<file path="src/rtl/dmairq_pkg.sv">
package dmairq_pkg;
  // Nibble layout inside each register
  localparam int unsigned NIB_W  = 4;
  localparam int unsigned EVT_N  = 3;
  localparam int unsigned BIT_HALF  = 0;
  localparam int unsigned BIT_PKG   = 1;
  localparam int unsigned BIT_QUEUE = 2;

  // Address map (byte offsets)
  localparam int unsigned EN_BASE    = 32'h00;
  localparam int unsigned ST_BASE    = 32'h10;
  localparam int unsigned GLB_OFF    = 32'h30;
  localparam int unsigned REG_STRIDE = 4;

  // Mask of the reserved top bit of every nibble in a word of the given width
  function automatic logic [63:0] rsv_mask(input int unsigned width);
    logic [63:0] m;
    m = '0;
    for (int unsigned i = NIB_W - 1; i < width; i += NIB_W) m[i] = 1'b1;
    return m;
  endfunction
endpackage

</file>
<file path="src/rtl/dmairq_decode.sv">
module dmairq_decode
  import dmairq_pkg::*;
#(
  parameter int unsigned ADDR_W = 8,
  parameter int unsigned NGRP   = 2
) (
  input  logic              wr_en,
  input  logic [ADDR_W-1:0] wr_addr,
  input  logic [ADDR_W-1:0] rd_addr,
  output logic [NGRP-1:0]   en_wsel,
  output logic [NGRP-1:0]   st_wsel,
  output logic [NGRP-1:0]   en_rsel,
  output logic [NGRP-1:0]   st_rsel,
  output logic              glb_rsel
);
  for (genvar g = 0; g < NGRP; g++) begin : g_grp
    localparam logic [ADDR_W-1:0] EN_A = ADDR_W'(EN_BASE + REG_STRIDE * g);
    localparam logic [ADDR_W-1:0] ST_A = ADDR_W'(ST_BASE + REG_STRIDE * g);
    assign en_wsel[g] = wr_en && (wr_addr == EN_A);
    assign st_wsel[g] = wr_en && (wr_addr == ST_A);
    assign en_rsel[g] = (rd_addr == EN_A);
    assign st_rsel[g] = (rd_addr == ST_A);
  end

  assign glb_rsel = (rd_addr == ADDR_W'(GLB_OFF));
endmodule

</file>
<file path="src/rtl/dmairq_slot.sv">
module dmairq_slot
  import dmairq_pkg::*;
(
  input  logic             clk,
  input  logic             rst_n,
  input  logic [EVT_N-1:0] evt,
  input  logic             en_we,
  input  logic             st_we,
  input  logic [NIB_W-1:0] wr_nib,
  output logic [EVT_N-1:0] en_q,
  output logic [EVT_N-1:0] st_q,
  output logic             pend
);
  logic [EVT_N-1:0] clr;
  logic             nib_unused;

  // Top nibble bit is reserved and never stored
  assign nib_unused = wr_nib[NIB_W-1];
  assign clr = st_we ? wr_nib[EVT_N-1:0] : '0;

  always_ff @(posedge clk) begin
    if (!rst_n) begin
      en_q <= '0;
      st_q <= '0;
    end else begin
      if (en_we) en_q <= wr_nib[EVT_N-1:0];
      // A fresh event overrides a same-cycle clear
      st_q <= (st_q & ~clr) | evt;
    end
  end

  assign pend = |(en_q & st_q);
endmodule

</file>
<file path="src/rtl/dmairq_rdmux.sv">
module dmairq_rdmux
  import dmairq_pkg::*;
#(
  parameter int unsigned NUM_CH     = 16,
  parameter int unsigned CH_PER_REG = 8,
  parameter int unsigned DATA_W     = 32
) (
  input  logic                         clk,
  input  logic                         rst_n,
  input  logic                         rd_en,
  input  logic [NUM_CH/CH_PER_REG-1:0] en_rsel,
  input  logic [NUM_CH/CH_PER_REG-1:0] st_rsel,
  input  logic                         glb_rsel,
  input  logic [NUM_CH-1:0][EVT_N-1:0] en_q,
  input  logic [NUM_CH-1:0][EVT_N-1:0] st_q,
  input  logic [NUM_CH-1:0]            ch_active,
  output logic [DATA_W-1:0]            rd_data
);
  localparam int unsigned NGRP = NUM_CH / CH_PER_REG;

  logic [NGRP-1:0][DATA_W-1:0] en_word;
  logic [NGRP-1:0][DATA_W-1:0] st_word;
  logic [DATA_W-1:0]           rd_next;

  for (genvar g = 0; g < NGRP; g++) begin : g_word
    for (genvar c = 0; c < CH_PER_REG; c++) begin : g_nib
      assign en_word[g][NIB_W*c +: NIB_W] = {1'b0, en_q[g*CH_PER_REG+c]};
      assign st_word[g][NIB_W*c +: NIB_W] = {1'b0, st_q[g*CH_PER_REG+c]};
    end
    if (DATA_W > NIB_W * CH_PER_REG) begin : g_pad
      assign en_word[g][DATA_W-1:NIB_W*CH_PER_REG] = '0;
      assign st_word[g][DATA_W-1:NIB_W*CH_PER_REG] = '0;
    end
  end

  always_comb begin
    rd_next = '0;
    for (int g = 0; g < NGRP; g++) begin
      if (en_rsel[g]) rd_next = rd_next | en_word[g];
      if (st_rsel[g]) rd_next = rd_next | st_word[g];
    end
    if (glb_rsel) rd_next = rd_next | DATA_W'(ch_active);
  end

  always_ff @(posedge clk) begin
    if (!rst_n)     rd_data <= '0;
    else if (rd_en) rd_data <= rd_next;
  end
endmodule

</file>
<file path="src/rtl/dmairq_aggr.sv">
module dmairq_aggr
  import dmairq_pkg::*;
#(
  parameter int unsigned NUM_CH     = 16,
  parameter int unsigned CH_PER_REG = 8,
  parameter int unsigned ADDR_W     = 8,
  parameter int unsigned DATA_W     = 32
) (
  input  logic              clk,
  input  logic              rst_n,
  input  logic [NUM_CH-1:0] evt_half,
  input  logic [NUM_CH-1:0] evt_pkg,
  input  logic [NUM_CH-1:0] evt_queue,
  input  logic [NUM_CH-1:0] ch_active,
  input  logic              wr_en,
  input  logic [ADDR_W-1:0] wr_addr,
  input  logic [DATA_W-1:0] wr_data,
  input  logic              rd_en,
  input  logic [ADDR_W-1:0] rd_addr,
  output logic [DATA_W-1:0] rd_data,
  output logic              irq
);
  localparam int unsigned NGRP = NUM_CH / CH_PER_REG;

  logic [NGRP-1:0]              en_wsel, st_wsel, en_rsel, st_rsel;
  logic                         glb_rsel;
  logic [NUM_CH-1:0][EVT_N-1:0] evt_all;
  logic [NUM_CH-1:0][EVT_N-1:0] en_q;
  logic [NUM_CH-1:0][EVT_N-1:0] st_q;
  logic [NUM_CH-1:0]            pend;

  dmairq_decode #(.ADDR_W(ADDR_W), .NGRP(NGRP)) u_decode (
    .wr_en    (wr_en),
    .wr_addr  (wr_addr),
    .rd_addr  (rd_addr),
    .en_wsel  (en_wsel),
    .st_wsel  (st_wsel),
    .en_rsel  (en_rsel),
    .st_rsel  (st_rsel),
    .glb_rsel (glb_rsel)
  );

  for (genvar n = 0; n < NUM_CH; n++) begin : g_ch
    localparam int unsigned GRP = n / CH_PER_REG;
    localparam int unsigned POS = n % CH_PER_REG;
    always_comb begin
      evt_all[n]            = '0;
      evt_all[n][BIT_HALF]  = evt_half[n];
      evt_all[n][BIT_PKG]   = evt_pkg[n];
      evt_all[n][BIT_QUEUE] = evt_queue[n];
    end
    dmairq_slot u_slot (
      .clk    (clk),
      .rst_n  (rst_n),
      .evt    (evt_all[n]),
      .en_we  (en_wsel[GRP]),
      .st_we  (st_wsel[GRP]),
      .wr_nib (wr_data[NIB_W*POS +: NIB_W]),
      .en_q   (en_q[n]),
      .st_q   (st_q[n]),
      .pend   (pend[n])
    );
  end

  if (DATA_W > NIB_W * CH_PER_REG) begin : g_wpad
    logic wpad_unused;
    assign wpad_unused = ^wr_data[DATA_W-1:NIB_W*CH_PER_REG];
  end

  dmairq_rdmux #(.NUM_CH(NUM_CH), .CH_PER_REG(CH_PER_REG), .DATA_W(DATA_W)) u_rdmux (
    .clk       (clk),
    .rst_n     (rst_n),
    .rd_en     (rd_en),
    .en_rsel   (en_rsel),
    .st_rsel   (st_rsel),
    .glb_rsel  (glb_rsel),
    .en_q      (en_q),
    .st_q      (st_q),
    .ch_active (ch_active),
    .rd_data   (rd_data)
  );

  assign irq = |pend;
endmodule

</file>
<file path="config.mk">
export PLATFORM = sky130hd
export DESIGN_NAME = dmairq_aggr
export DESIGN_NICKNAME = d
export VERILOG_FILES = /design/src/rtl/dmairq_pkg.sv /design/src/rtl/dmairq_decode.sv /design/src/rtl/dmairq_slot.sv /design/src/rtl/dmairq_rdmux.sv /design/src/rtl/dmairq_aggr.sv
export SDC_FILE = /design/constraint.sdc
export NUM_CORES = 1
export LEC_CHECK = 0
export ABC_AREA = 1
export BUFFER_PORTS_ARGS = -buffer_cell sky130_fd_sc_hd__buf_2
export CORE_ASPECT_RATIO = 0.5
export CORE_MARGIN = 10
export CORE_UTILIZATION = 53
export CTS_CLUSTER_DIAMETER = 50
export CTS_CLUSTER_SIZE = 10
export DETAILED_ROUTE_END_ITERATION = 6
export PLACE_DENSITY = 0.78
export SYNTH_ARGS = -nofsm -noshare
export SYNTH_HDL_FRONTEND = slang
export SYNTH_SLANG_ARGS = --single-unit
</file>
<file path="constraint.sdc">
create_clock -name clk -period 1.1 [get_ports clk]
set_input_delay 0 -clock clk [delete_from_list [all_inputs] [get_ports clk]]
set_output_delay 0 -clock clk [all_outputs]
set_load 0.05 [all_outputs]
</file>
==> metrics.txt <==
status finished, violations left; failing checks DRC, hold timing, setup timing; final antenna-violating net count 0; Fmax ~600 MHz; max_cap viols 0; WS Path Type reg -> out; endpoints failing setup 1; vias in the first global route roughly 7600; Cells on Worst Hold Path 5; Fillers 600; Hold Crit Start ch_active[8]; unrepaired setup endpoints after global routing true; fin crit period approximately 1.7 ns; placed cell area 7053 sq um; WL per Instance 18.82 microns; Seq. cell area 2485 sq um; routed vias/inst 5.786; worst skew pair latency 0.42 ns; Setup crit end kind primary output; Worst Path Required 1.10 ns; CTS HTree Levels 4; Hold WS -0.005900 ns; met2 WL 11140 microns; clk slew on worst S/H paths 0.06 ns; DR WL met3 2826 microns; slowest stage delay, CP between 0.3 and 0.4 ns; layout cells sized above 1 about a quarter; Yosys top cell area share 43.77%; cell taking the most area after synthesis dfxtp_1; Starting Density 55.00%; Die Span Y 93.15 microns; Routed WL 23520 microns; critical path launch point type flip-flop; vias slightly above 7000; final net count 1213; die area 15490 sq um; leakage power 0.003785 uW; DP HPWL 13750 microns; 1st-pass router iterations 7; worst-path cell chain nand2_2 > nand2_2 > nor2_2 > nand4_1 > nor2_1 > nand3b_1 > buf_6; #FFs+latches synth 124; CTS tree built; setup TNS -0.5521 ns; crit path buf inv count 1; pin count of the biggest net entering global routing 31; HP Class in -> reg; synth unique cells 22; WHS Endpoint u_rdmux.rd_data[8]; Site Rows 26; most numerous cell on the critical path nand2_2; Mapped Avg Cell Area 6.842 sq um; main flop type after synthesis dfxtp_1; clk buf depth 2; fin. max-slew vios 0; wl on met1 just over 8000 microns; synth-to-layout area growth 49.83%; crit-path max FO 2; io pins 149; clock skew 0.007248 ns; period utilization 150.2%; first-pass GRT wire length between 30000 and 40000 microns; Worst Tran Pin Value between 0.5 and 0.6 ns; Post-synth ARST share 0%; number of antenna violations at the first check in global routing 1; Worst R2R End u_rdmux.rd_data[26]; RR Startpoint g_ch[14].u_slot.st_q[2]; Mapped Cells 829; worst setup margin -0.5521 ns; Worst R2R Path Depth 5; Post-synth EDFFs 0; delay-heaviest family, CP simple AND/OR/NAND/NOR gates; VDD IR max 0.001204 V; flop2flop setup slack 0.12 ns; core area 10310 sq um; initial DRC count 1099; slew margin rel. 65.47%; total gr overflow 0; Mapped Area between 5000 and 6000 sq um; # DRC 1; Top Layer Used met4; CP max stage cell dfxtp_1; power density over the cells roughly 1400 nW/um^2; top cells by area, synth dfxtp_1 44%, nor2_1 13%, nand3_1 10%; Multi-input gate area 2858 sq um; Post-synth top cells 193 x nor2_1, 147 x nand2_1, 124 x dfxtp_1; WP data arrival ~1.7 ns; CTS root buffer clkbuf_16; Post-CTS Setup Bufs 0; sequential area share after synthesis roughly 44%; Fin. Hold Viols 1; # port buffers between 100 and 150; design area around 8500 sq um; GRT Overall Usage between 20% and 30%; DIE WIDTH 166.3 microns; Synth Warn # 0; # clock sinks around 120; total CTS buffers 17; most common cell in the netlist nor2_1; RD Place Congestion 0.9127
-- what timing repair did --
| action | CTS | global route |
|---|---|---|
| setup endpoints to repair | 1 | 2 |
| endpoints found under the hold margin | 106 | 0 |
| pin swaps | 0 | 7 |
| gates resized for setup | 3 | 9 |
| hold buffers | 82 | 0 |
-- stage by stage --
stage / setup slack, ns / power [uW] / utilization (%) / std cells
4_1_cts: -0.4377 / 11910 / 82.18 / 1249
3_3_place_gp: -0.01346 / 6055 / 68.39 / 1136
2_1_floorplan: 0.05141 / 5475 / - / 832
6_report: -0.5521 / 12020 / 82.41 / 1250
3_5_place_dp: -0.08812 / 6081 / 68.39 / 1136
5_1_grt: -0.5722 / 12310 / 82.41 / 1250
-- area by class of cell --
type | instances | share of cell area [%]
antenna | 1 | 0.02945
clock buffer | 23 | 5.624
clock inverter | 8 | 1.355
inverter | 17 | 0.7803
multi-input combinational | 638 | 33.63
sequential | 124 | 29.24
tap | 140 | 2.061
timing repair buffer | 299 | 27.28
-- placed cells by master (no fill, tap or decap), drive strengths merged, types with 2 or more instances in the layout --
cell	n
nor2	200
clkinv	7
nor3	2
clkbuf	24
a21oi	76
o21ai	76
nand2	150
dfxtp	124
dlygate4sd3	82
conb	4
inv	15
buf	216
bufinv	3
nand4	10
nand3	117
-- kinds of logic after synthesis --
| logic type | share of synthesized area, % |
|---|---|
| flops | 43.77 |
| simple gates | 36.27 |
| compound gates | 13.41 |
| buf+inv | 6.486 |
| other cells | 0.06612 |
-- state kept, by name, indices dropped and copies added (netlist names) --
| name | flops |
|---|---|
| u_rdmux.rd_data | 28 |
| g_ch.u_slot.en_q | 48 |
| g_ch.u_slot.st_q | 48 |
-- worst max-delay path by stage --
stage                               to                    from  depth (start not counted)  slack [ns]
3_3_place_gp    g_ch[0].u_slot.en_q[2]              wr_addr[7]                          7       -0.01
3_5_place_dp   g_ch[11].u_slot.en_q[1]              wr_addr[7]                          7       -0.09
2_1_floorplan                      irq  g_ch[2].u_slot.st_q[0]                          6        0.05
5_1_grt                            irq  g_ch[1].u_slot.en_q[1]                          7       -0.57
6_report                           irq  g_ch[1].u_slot.en_q[1]                          7       -0.55
4_1_cts                            irq  g_ch[1].u_slot.st_q[1]                          7       -0.44
-- where the power goes --
part | switching (uW) | internal, uW | leakage, uW | total [uW]
clock | 2000 | 3710 | 0.000297 | 5710
sequential | 117 | 4680 | 0.00102 | 4790
combinational | 843 | 667 | 0.00247 | 1510
total | 2960 | 9050 | 0.00378 | 12000
-- worst reg2reg max path: stages (launching register included) --
cell and delay [ns]:
dfxtp_1 0.32, buf_4 0.13, nand3_1 0.08, nand3_1 0.10, nor2_1 0.17, nor2_1 0.07
-- layer usage --
| metal | GRT usage (%) | vias up |
|---|---|---|
| met2 | 51.26 | 561 |
| li1 | - | 3274 |
| met3 | 9.273 | 153 |
| met5 | 0 | - |
| met4 | 17.37 | 0 |
| met1 | 31.24 | 3244 |
Power figures use the tool's default switching activity.
